==> config.mk <==
export PLATFORM = sky130hd
export DESIGN_NAME = sdram_bank_tracker
export DESIGN_NICKNAME = d
export VERILOG_FILES = /design/src/rtl/sdram_trk_pkg.sv /design/src/rtl/sdram_trk_decode.sv /design/src/rtl/sdram_trk_timer.sv /design/src/rtl/sdram_trk_ctrl.sv /design/src/rtl/sdram_bank_tracker.sv
export SDC_FILE = /design/constraint.sdc
export NUM_CORES = 1
export LEC_CHECK = 0
export ABC_AREA = 1
export BUFFER_PORTS_ARGS = -buffer_cell sky130_fd_sc_hd__buf_2
export CAP_MARGIN = 20
export CORE_ASPECT_RATIO = 0.8
export CORE_MARGIN = 2
export CORE_UTILIZATION = 35
export CTS_BUF_LIST = sky130_fd_sc_hd__clkbuf_2 sky130_fd_sc_hd__clkbuf_4 sky130_fd_sc_hd__clkbuf_8
export CTS_CLUSTER_DIAMETER = 60
export CTS_CLUSTER_SIZE = 24
export DETAILED_ROUTE_END_ITERATION = 8
export GPL_ROUTABILITY_DRIVEN = 0
export HOLD_SLACK_MARGIN = 0.03
export PLACE_DENSITY = 0.54
export SLEW_MARGIN = 20
export SYNTH_ARGS = -nofsm -noshare
export SYNTH_HDL_FRONTEND = slang
export SYNTH_SLANG_ARGS = --single-unit
==> constraint.sdc <==
create_clock -name clk -period 2.1 [get_ports clk]
set_clock_uncertainty 0.2 [all_clocks]
set_input_delay 0.315 -clock clk [delete_from_list [all_inputs] [get_ports clk]]
set_output_delay 0.315 -clock clk [all_outputs]
set_load 0.02 [all_outputs]
==> src/rtl/sdram_trk_pkg.sv <==
package sdram_trk_pkg;

  typedef enum logic [3:0] {
    CMD_INHIBIT = 4'd0,
    CMD_NOP     = 4'd1,
    CMD_ACTIVE  = 4'd2,
    CMD_READ    = 4'd3,
    CMD_WRITE   = 4'd4,
    CMD_BST     = 4'd5,
    CMD_PRE     = 4'd6,
    CMD_AREF    = 4'd7,
    CMD_LMR     = 4'd8
  } cmd_e;

  typedef enum logic [2:0] {
    ST_IDLE        = 3'd0,
    ST_ACTIVATING  = 3'd1,
    ST_ROW_ACTIVE  = 3'd2,
    ST_READ        = 3'd3,
    ST_WRITE       = 3'd4,
    ST_READ_AP     = 3'd5,
    ST_WRITE_AP    = 3'd6,
    ST_PRECHARGING = 3'd7
  } bank_state_e;

  typedef enum logic [1:0] {
    LD_RCD,
    LD_RP,
    LD_BURST,
    LD_BURST_RP
  } load_sel_e;

  // strobes from control to the timer datapath
  typedef struct packed {
    logic      load;
    load_sel_e sel;
  } timer_ctl_t;

endpackage

==> src/rtl/sdram_trk_decode.sv <==
module sdram_trk_decode
  import sdram_trk_pkg::*;
(
  input  logic csN,
  input  logic rasN,
  input  logic casN,
  input  logic weN,
  output cmd_e cmd
);

  always_comb begin
    if (csN) begin
      cmd = CMD_INHIBIT;
    end else begin
      unique case ({rasN, casN, weN})
        3'b111:  cmd = CMD_NOP;
        3'b011:  cmd = CMD_ACTIVE;
        3'b101:  cmd = CMD_READ;
        3'b100:  cmd = CMD_WRITE;
        3'b110:  cmd = CMD_BST;
        3'b010:  cmd = CMD_PRE;
        3'b001:  cmd = CMD_AREF;
        default: cmd = CMD_LMR;
      endcase
    end
  end

endmodule

==> src/rtl/sdram_trk_timer.sv <==
module sdram_trk_timer
  import sdram_trk_pkg::*;
#(
  parameter int T_RCD = 3,
  parameter int T_RP  = 3,
  parameter int BL_W  = 4,
  parameter int CNT_W = 5
) (
  input  logic             clk,
  input  logic             rstN,
  input  timer_ctl_t       ctl,
  input  logic [BL_W-1:0]  burstLen,
  output logic             cntZero,
  output logic             burstSingle
);

  logic [BL_W:0]  burstEff;
  logic [CNT_W-1:0] cnt;
  logic [CNT_W-1:0] loadVal;

  assign burstEff    = (burstLen == '0) ? (BL_W+1)'(1) : {1'b0, burstLen};
  assign burstSingle = (burstEff == (BL_W+1)'(1));
  assign cntZero     = (cnt == '0);

  always_comb begin
    unique case (ctl.sel)
      LD_RCD:   loadVal = CNT_W'(T_RCD - 2);
      LD_RP:    loadVal = CNT_W'(T_RP - 2);
      LD_BURST: loadVal = CNT_W'(burstEff) - CNT_W'(2);
      default:  loadVal = CNT_W'(burstEff) + CNT_W'(T_RP - 2);
    endcase
  end

  always_ff @(posedge clk or negedge rstN) begin
    if (!rstN) begin
      cnt <= '0;
    end else if (ctl.load) begin
      cnt <= loadVal;
    end else if (!cntZero) begin
      cnt <= cnt - CNT_W'(1);
    end
  end

endmodule

==> src/rtl/sdram_trk_ctrl.sv <==
module sdram_trk_ctrl
  import sdram_trk_pkg::*;
(
  input  logic        clk,
  input  logic        rstN,
  input  cmd_e        cmd,
  input  logic        bankHit,
  input  logic        autoPre,
  input  logic        cntZero,
  input  logic        burstSingle,
  output bank_state_e state,
  output logic        illegalCmd,
  output timer_ctl_t  tctl
);

  bank_state_e nxtState;
  logic        flagNow;
  logic        addressed;

  assign addressed = bankHit && (cmd != CMD_NOP) && (cmd != CMD_INHIBIT);

  always_comb begin
    nxtState = state;
    flagNow  = 1'b0;
    tctl     = '{load: 1'b0, sel: LD_RCD};

    // timer-driven progress, also taken when a command is flagged
    unique case (state)
      ST_ACTIVATING:            if (cntZero) nxtState = ST_ROW_ACTIVE;
      ST_READ, ST_WRITE:        if (cntZero) nxtState = ST_ROW_ACTIVE;
      ST_PRECHARGING:           if (cntZero) nxtState = ST_IDLE;
      ST_READ_AP, ST_WRITE_AP:  if (cntZero) nxtState = ST_IDLE;
      default:                  nxtState = state;
    endcase

    if (addressed) begin
      unique case (state)
        ST_IDLE: begin
          unique case (cmd)
            CMD_ACTIVE: begin
              nxtState = ST_ACTIVATING;
              tctl     = '{load: 1'b1, sel: LD_RCD};
            end
            CMD_AREF, CMD_LMR, CMD_PRE: nxtState = ST_IDLE;
            default: flagNow = 1'b1;
          endcase
        end
        ST_ROW_ACTIVE, ST_READ, ST_WRITE: begin
          unique case (cmd)
            CMD_READ, CMD_WRITE: begin
              if (autoPre) begin
                nxtState = (cmd == CMD_READ) ? ST_READ_AP : ST_WRITE_AP;
                tctl     = '{load: 1'b1, sel: LD_BURST_RP};
              end else if (burstSingle) begin
                nxtState = ST_ROW_ACTIVE;
              end else begin
                nxtState = (cmd == CMD_READ) ? ST_READ : ST_WRITE;
                tctl     = '{load: 1'b1, sel: LD_BURST};
              end
            end
            CMD_PRE: begin
              nxtState = ST_PRECHARGING;
              tctl     = '{load: 1'b1, sel: LD_RP};
            end
            CMD_BST: begin
              if (state == ST_ROW_ACTIVE) flagNow = 1'b1;
              else                        nxtState = ST_ROW_ACTIVE;
            end
            default: flagNow = 1'b1;
          endcase
        end
        default: flagNow = 1'b1;
      endcase
    end
  end

  always_ff @(posedge clk or negedge rstN) begin
    if (!rstN) begin
      state      <= ST_IDLE;
      illegalCmd <= 1'b0;
    end else begin
      state      <= nxtState;
      illegalCmd <= flagNow;
    end
  end

endmodule

==> src/rtl/sdram_bank_tracker.sv <==
module sdram_bank_tracker
  import sdram_trk_pkg::*;
#(
  parameter int T_RCD = 3,
  parameter int T_RP  = 3,
  parameter int BL_W  = 4
) (
  input  logic            clk,
  input  logic            rstN,
  input  logic            csN,
  input  logic            rasN,
  input  logic            casN,
  input  logic            weN,
  input  logic            bankHit,
  input  logic            autoPre,
  input  logic [BL_W-1:0] burstLen,
  output logic [2:0]      bankState,
  output logic            illegalCmd,
  output logic [3:0]      cmdCode
);

  localparam int CNT_W = $clog2((2**BL_W) + T_RP + T_RCD + 1);

  cmd_e        cmd;
  bank_state_e state;
  timer_ctl_t  tctl;
  logic        cntZero;
  logic        burstSingle;

  sdram_trk_decode u_decode (
    .csN (csN),
    .rasN(rasN),
    .casN(casN),
    .weN (weN),
    .cmd (cmd)
  );

  sdram_trk_ctrl u_ctrl (
    .clk        (clk),
    .rstN       (rstN),
    .cmd        (cmd),
    .bankHit    (bankHit),
    .autoPre    (autoPre),
    .cntZero    (cntZero),
    .burstSingle(burstSingle),
    .state      (state),
    .illegalCmd (illegalCmd),
    .tctl       (tctl)
  );

  sdram_trk_timer #(
    .T_RCD(T_RCD),
    .T_RP (T_RP),
    .BL_W (BL_W),
    .CNT_W(CNT_W)
  ) u_timer (
    .clk        (clk),
    .rstN       (rstN),
    .ctl        (tctl),
    .burstLen   (burstLen),
    .cntZero    (cntZero),
    .burstSingle(burstSingle)
  );

  assign bankState = state;
  assign cmdCode   = cmd;

endmodule

==> metrics.md, run 1 <==
| Metric | Value |
|---|---|
| Initial antenna violation count | 0 |
| # diodes | 0 |
| Final setup margin | 0.2566 ns |
| Io pins | 20 |
| TritonCTS clock tree | yes |
| Largest net degree at the start of global routing | 10 |
| Die ar. | 3490 um^2 |
| Fin Setup TNS | 0 ns |
| Pre-CTS WS | 0.0003765 ns |
| ANT nets after route | 0 |
| Mux contribution to synthesized area | 0% |
| Hold crit path type | in2async |
| Simple-Gate Fraction of Synth Area | 46.58% |
| Yosys warns | 0 |
| Tot GR Track Use | 16.42% |
| Worst slew pin tran | 0.4028 ns |
| Flop-to-flop setup slack | 0.34 ns |
| Worst-path fanout max | 8 |
| Sw frac | 44.42% |
| Most numerous cell in the Yosys netlist | nand2_1 |
| Layout area overhead | 19.34% |
| Post-Syn Nets | 189 |
| Arrival @ worst endpoint | 1.76 ns |
| Crit path max-delay cell type | o21bai_1 |
| Via density per instance | 4.665 |
| Initial core utilization | 37.51% |
| Minimum clock period | 1.843 ns |
| Total Nets Final | 214 |
| Iteration-0 DRC count of the detailed router | 23 |
| Buffers on Ports | 19 |
| Final critical-path share of the clock period | 87.78% |
| Worst Setup End Kind | flop |
| Rows | 17 |
| Top cell type's share of synthesized area | 21.23% |
| # Post-CTS Setup Buffers | 0 |
| Fin. max-slew vios | 0 |
| Proportion of layout cells with a drive suffix above 1 | 25.13% |
| Flops & latches, synth | 9 |
| Sequential power share | 28.6% |
| Worst VDD drop | 0.2843 mV |
| Drt wl/cell | 10.56 um |
| Cell area after synthesis | 1061 um^2 |
| Status | complete, no violations |
| Slew margin rel. | 72.94% |
| Startpoint of the worst setup timing path | burstLen[3] |
| Main synth FF type | dfrtp_1 |
| Busiest grt layer | met2 |
| Core area | 2829 um^2 |
| CP cell instances | buf_2, nor2_1, inv_1, o21bai_1, ha_1, inv_1, nor2_1, nand2_1, nand2_2, nand2_2, nand2_2, nand2_2, nand2_4, o21ai_0, nand2_1, inv_1 |
| H-tree levels | 1 |
| LEAKAGE | 0.0007365 uW |
| Clk root buf | clkbuf_8 |
| CP required | 2.02 ns |
| Final setup fails | 0 |
| Reg-to-Reg Start | u_ctrl.state[0] |
| Most frequent CP cell | nand2_2 |
| Power per cell area | 876.5 nW/um^2 |
| Setup CP Type | in2reg |
| Met2 Usage GRT | 27.21% |
| Switch Pwr | 493.0 uW |
| CTS Buffer Depth | 2 |
| Clock latency on the worst-skew pair | 0.23 ns |
| Synth top cells by count | nand2_1 (44), inv_1 (23), nor2_1 (22) |
| Area leader, netlist | dfrtp_1 |
| Cells after Synth | 171 |
| Asr flop ratio synth | 100.0% |
| Logic pwr share | 52.8% |
| Routed via count | 1087 |
| Unrepaired setup endpoints after global routing | false |
| Critical Path Source Type | primary input |
| Synthesized-area fraction occupied by adder cells | 7.075% |
| Die X | 65.56 um |
| Dominant cells by area after synthesis | dfrtp_1 (21%), nand2_1 (16%), inv_1 (8.1%) |
| Clock-pin transition on the worst setup and hold timing paths | 0.05 ns |
| Register area share after synthesis | 21.23% |
| Met3 GRT Util | 1.915% |
| Avg Inst Size Synth | 6.205 um^2 |
| Dpl hpwl | 2084 um |
| Xor/xnor cell area share of the yosys netlist | 3.302% |
| First-pass GRT wire length | 4471 um |
| DRC violations left | 0 |
| Max Freq | 542.5 MHz |
| CP peak stage delay | 0.17 ns |
| Int Pwr | 616.8 uW |
| MaxCap Viol Count | 0 |
| Final Hold Vio Count | 0 |
| Clock power frac | 18.6% |
| Total gr overflow | 0 |
| CTS Buf Count | 3 |
| Die H | 53.25 um |
| Synth cell types | 28 |
| Routed Wire Length | 2460 um |
| Vias in the first global route | 1003 |
| Buf/Inv on CP | 4 |
| Largest delay share family, worst path | simple AND/OR/NAND/NOR gates |
| Largest family of logic cells by synthesized area | simple AND/OR/NAND/NOR gates |
| EDFF count, synth | 0 |
| Clock sinks | 9 |
| M1 GR Usage | 23.19% |
| Synth Area in Compound Gates | 9.198% |
| DR pass1 iterations | 4 |
==> power groups by stage <==
stage | logic, uW | clock network, uW | registers (uW)
final | 586 | 206 | 317
after global routing | 675 | 224 | 328
after CTS | 592 | 213 | 320
after detailed placement | 582 | 0 | 319
after global placement | 571 | 0 | 316
after floorplan | 415 | 0 | 334
==> flip-flops by register name, indices dropped and copies added (netlist names) <==
name               count
u_ctrl.state           3
u_ctrl.illegalCmd      1
u_timer.cnt            5
==> final timing paths <==
path	endpoint	cells after the start
max	u_timer.cnt[4]	16
min	u_timer.cnt[4]	2
max reg2reg	u_timer.cnt[4]	8
min reg2reg	u_timer.cnt[0]	2
max in group asynchronous	u_timer.cnt[3]	2
min in group clk	u_timer.cnt[0]	6
==> layout by cell type, fill, tap and decap left out, drive strengths merged <==
cell type	count
dfrtp	9
dlygate4sd3	1
a21oi	9
xor2	4
ha	6
o21bai	1
o21ai	4
nand2	53
nand3	13
nor2	27
inv	29
nor3	4
nand4	4
clkbuf	4
o21a	2
buf	22
o22ai	1
clkinv	1
nand3b	1
==> routing by layer <==
metal	wire length, um	share of wire (%)
met4	19	0.77
met5	0	0
met2	1118	45
met3	77	3.1
met1	1246	51
==> timing repair <==
item / CTS / global route
hold buffers: 1 / 0
hold endpoints to repair: 9 / 0
gates resized for setup: 0 / 0
endpoints found under the setup margin: 0 / 0
==> cell type report <==
class	instances	area (um^2)
inverters	30	115.1
flip-flops and latches	9	225.2
clock buffers	4	48.80
well taps	38	47.55
multi-input cells	129	701.9
fillers	310	1563
repair buffers	23	127.6
==> logic make-up (layout without fill, tap and decap cells) <==
logic type               Yosys count  count (layout)
AND/OR/NAND/NOR                  102             102
XOR/XNOR                           4               4
AO/OA/AOI/OAI                     17              17
buffers and inverters             33              57
flip-flops                         9               9
adder cells (fa/ha/maj)            6               6
==> metrics by stage <==
step,util (%),hold WS [ns],std cells,power [uW],area [um^2]
floorplan,-,-0.1806,171,748.6,1061
global placement,42.68,-0.02837,228,887.3,1207
detailed placement,42.68,-0.02381,228,901.8,1207
CTS,44.76,0.2763,233,1124,1266
global route,44.76,0.2889,233,1226,1266
finish,44.76,0.2715,233,1110,1266
No activity file was read; power rests on OpenSTA's default activity.
==> inputs of run 2 (changes only) <==
--- a/config.mk
+++ b/config.mk
@@ -5,7 +5,6 @@
 export SDC_FILE = /design/constraint.sdc
 export NUM_CORES = 1
 export LEC_CHECK = 0
-export ABC_AREA = 1
 export BUFFER_PORTS_ARGS = -buffer_cell sky130_fd_sc_hd__buf_2
 export CAP_MARGIN = 20
 export CORE_ASPECT_RATIO = 0.8
@@ -17,7 +16,7 @@
 export DETAILED_ROUTE_END_ITERATION = 8
 export GPL_ROUTABILITY_DRIVEN = 0
 export HOLD_SLACK_MARGIN = 0.03
-export PLACE_DENSITY = 0.54
+export PLACE_DENSITY = 0.53
 export SLEW_MARGIN = 20
 export SYNTH_ARGS = -nofsm -noshare
 export SYNTH_HDL_FRONTEND = slang
==> run 2 against run 1 <==
Routed wire length increased by 13%. Critical path type unchanged. Register-to-register slack got worse by 0.19 ns. Critical endpoint is now u_timer.cnt[2]. Sequential power increased by 9.5%. Non-clock buffer count increased by 14. Largest cell class unchanged. Maximum frequency decreased by 9.3%. Via count increased by 1.0%.
==> metrics.md, run 2 <==
| Metric | Value |
|---|---|
| Area leader, netlist | dfrtp_1 |
| Iteration-0 DRC count of the detailed router | 82 (+260%) |
| Cell area after synthesis | 1114 um^2 (+5.0%) |
| Largest net degree at the start of global routing | 17 (+7) |
| Die X | 67.07 um (+2.3%) |
| Post-Syn Nets | 146 (-23%) |
| Largest register by flop count | u_timer.cnt |
| LEAKAGE | 0.0006149 uW (-17%) |
| Pre-CTS WS | -0.1761 ns (-0.1764 ns) |
| Final setup margin | 0.06863 ns (-0.1880 ns) |
| Power per cell area | 878.8 nW/um^2 (+0.26%) |
| Synth cell types | 57 (+100%) |
| Die ar. | 3652 um^2 (+4.6%) |
| Largest registers | u_timer.cnt x5, u_ctrl.state x3, u_ctrl.illegalCmd x1 |
| Proportion of layout cells with a drive suffix above 1 | 36.08% (+11 points) |
| Most common cell after layout, fill and taps aside | buf_4 |
| Total Nets Final | 177 (-17%) |
| DRC violations left | 0 (unchanged) |
| Asr flop ratio synth | 100.0% (unchanged) |
| Routed via count | 1098 (+1.0%) |
| Commonest non-fill, non-tap cells in the layout | buf_4 (18), buf_2 (17), dfrtp_1 (9) |
| Rows | 18 (+1) |
| Fin. max-slew vios | 0 (unchanged) |
| Arrival @ worst endpoint | 1.97 ns (+0.21 ns) |
| Non-filler cells in the finished layout | 198 (-15%) |
| # diodes | 0 (unchanged) |
| Io pins | 20 (unchanged) |
| Largest register FFs | 5 (unchanged) |
| Slew margin rel. | 72.27% (-0.67 points) |
| DR pass1 iterations | 4 (unchanged) |
| Clock-pin transition on the worst setup and hold timing paths | 0.05 ns (about the same) |
| Worst VDD drop | 0.2884 mV (+1.4%) |
| Flops & latches, synth | 9 (unchanged) |
| Most numerous cell in the Yosys netlist | dfrtp_1 |
| Initial antenna violation count | 0 (unchanged) |
| Total gr overflow | 0 (unchanged) |
| Final setup fails | 0 (unchanged) |
| Buffers on Ports | 19 (unchanged) |
| Max Freq | 492.3 MHz (-9.3%) |
| Critical Path Source Type | primary input |
| Final Hold Vio Count | 0 (unchanged) |
| Dominant cells by area after synthesis | dfrtp_1 (20%), ha_1 (6.7%), clkbuf_8 (3.7%) |
| Crit path max-delay cell type | or4b_4 |
| Minimum clock period | 2.031 ns (+0.1880 ns) |
| First-pass GRT wire length | 4360 um (-2.5%) |
| Core area | 3063 um^2 (+8.3%) |
| Tot GR Track Use | 15.79% (-0.63 points) |
| Clk root buf | clkbuf_8 |
| Layout area overhead | 24.27% |
| CP cell instances | buf_4, nor3_4, or2_4, ha_4, or4b_4, a22oi_2, nor3_2, o32ai_2 |
| Hold crit path type | in2async |
| Via density per instance | 5.545 (+19%) |
| Yosys warns | 0 (unchanged) |
| Status | complete, no violations |
| Drt wl/cell | 14.08 um (+33%) |
| Top cell type's share of synthesized area | 20.22% (-1.0 points) |
| Setup CP Type | in2reg |
| Final critical-path share of the clock period | 96.73% (+9.0 points) |
| Cells after Synth | 128 (-25%) |
| Routed Wire Length | 2788 um (+13%) |
| Dpl hpwl | 2176 um (+4.4%) |
| MaxCap Viol Count | 0 (unchanged) |
| TritonCTS clock tree | yes |
| CP peak stage delay | 0.48 ns (+0.31 ns) |
| Register area share after synthesis | 20.22% (-1.0 points) |
| Clock latency on the worst-skew pair | 0.23 ns (about the same) |
| CTS Buffer Depth | 2 (unchanged) |
| Worst Setup End Kind | flop |
| Vias in the first global route | 945 (-5.8%) |
| Synth top cells by count | dfrtp_1 (9), ha_1 (6), nand2_1 (6), nor2_1 (6), o21ai_0 (6) |
| Main synth FF type | dfrtp_1 |
| ANT nets after route | 0 (unchanged) |
| Worst-path fanout max | 4 (-4) |
| Die H | 54.45 um (+2.3%) |
| EDFF count, synth | 0 (unchanged) |
| CTS Buf Count | 3 (unchanged) |
| CP required | 2.04 ns (+0.02 ns) |
| Placed cell count | 191 (-16%) |
| H-tree levels | 1 (unchanged) |
| Avg Inst Size Synth | 8.700 um^2 (+40%) |
| Clock sinks | 9 (unchanged) |
| Initial core utilization | 36.36% (-1.1 points) |
| Worst slew pin tran | 0.4135 ns (+0.01070 ns) |
==> run 2: cell count changes after synthesis, moves of 5 or more <==
cell     change
nand2_1     -38
inv_1       -18
nor2_1      -16
nand3_1     -11
nand2_2      -7
inv_2        -5
==> run 2: logic make-up after synthesis <==
family / share of synthesized area [%]
simple gates: 28.32
flops: 20.23
fa+ha+maj: 6.741
compound gates: 25.84
buf+inv: 10.45
xor+xnor: 4.719
mux: 3.708
==> run 2: worst max-delay path: cells and delay by family <==
kind	cells	cell delay, ns
compound gates	2	0.52
fa+ha+maj	1	0.12
buf+inv	1	0.12
simple gates	4	0.90
==> run 2: layer usage <==
layer / up-vias / wire length [um] / GRT usage, %
met4: 0 / 0 / 3.061
met3: 0 / 110 / 2.469
met1: 522 / 1314 / 21.49
met2: 27 / 1364 / 26.73
li1: 549 / - / -
met5: - / 0 / 0
==> run 2: layout make-up <==
| type | instances | area (um^2) |
|---|---|---|
| Fill cell | 314 | 1679 |
| Multi-Input combinational cell | 103 | 802.0 |
| Timing Repair Buffer | 37 | 241.5 |
| Sequential cell | 9 | 225.2 |
| Tap cell | 40 | 50.05 |
| Clock buffer | 3 | 41.29 |
| Inverter | 5 | 18.77 |
| Clock inverter | 1 | 5.005 |
==> run 2: final timing paths <==
| check | start | to | slack [ns] | cells after the start |
|---|---|---|---|---|
| worst max-delay path | burstLen[3] | u_timer.cnt[2] | 0.07 | 8 |
| worst min-delay path | rstN | u_timer.cnt[1] | 0.26 | 2 |
| worst max register to register | u_timer.cnt[0] | u_ctrl.state[1] | 0.15 | 6 |
| worst min register to register | u_timer.cnt[1] | u_timer.cnt[1] | 0.44 | 2 |
| max in group asynchronous | rstN | u_ctrl.illegalCmd | 1.26 | 2 |
| min in group clk | burstLen[0] | u_timer.cnt[3] | 0.30 | 3 |
==> run 2: where the power goes <==
| part | leakage (uW) | internal [uW] | switching, uW |
|---|---|---|---|
| Clock | 0.0000255 | 129 | 69.1 |
| Sequential | 0.000113 | 248 | 98.7 |
| Combinational | 0.000476 | 323 | 348 |
==> run 2: through the flow <==
step	hold slack (ns)	power, uW	area, um^2	setup TNS [ns]	util [%]
floorplan	-0.1806	827.6	1121	0	-
global placement	-0.03074	977.6	1281	-0.2807	41.83
detailed placement	-0.02311	997.2	1281	-0.7233	41.83
CTS	0.2622	1209	1338	0	43.67
global route	0.2876	1333	1384	-0.001455	45.18
finish	0.2604	1216	1384	0	45.18
==> run 2: timing repair <==
item	in CTS	in global routing
gates resized for setup	0	7
setup endpoints to repair	0	3
setup buffers	0	2
hold buffers	1	0
endpoints found under the hold margin	9	0
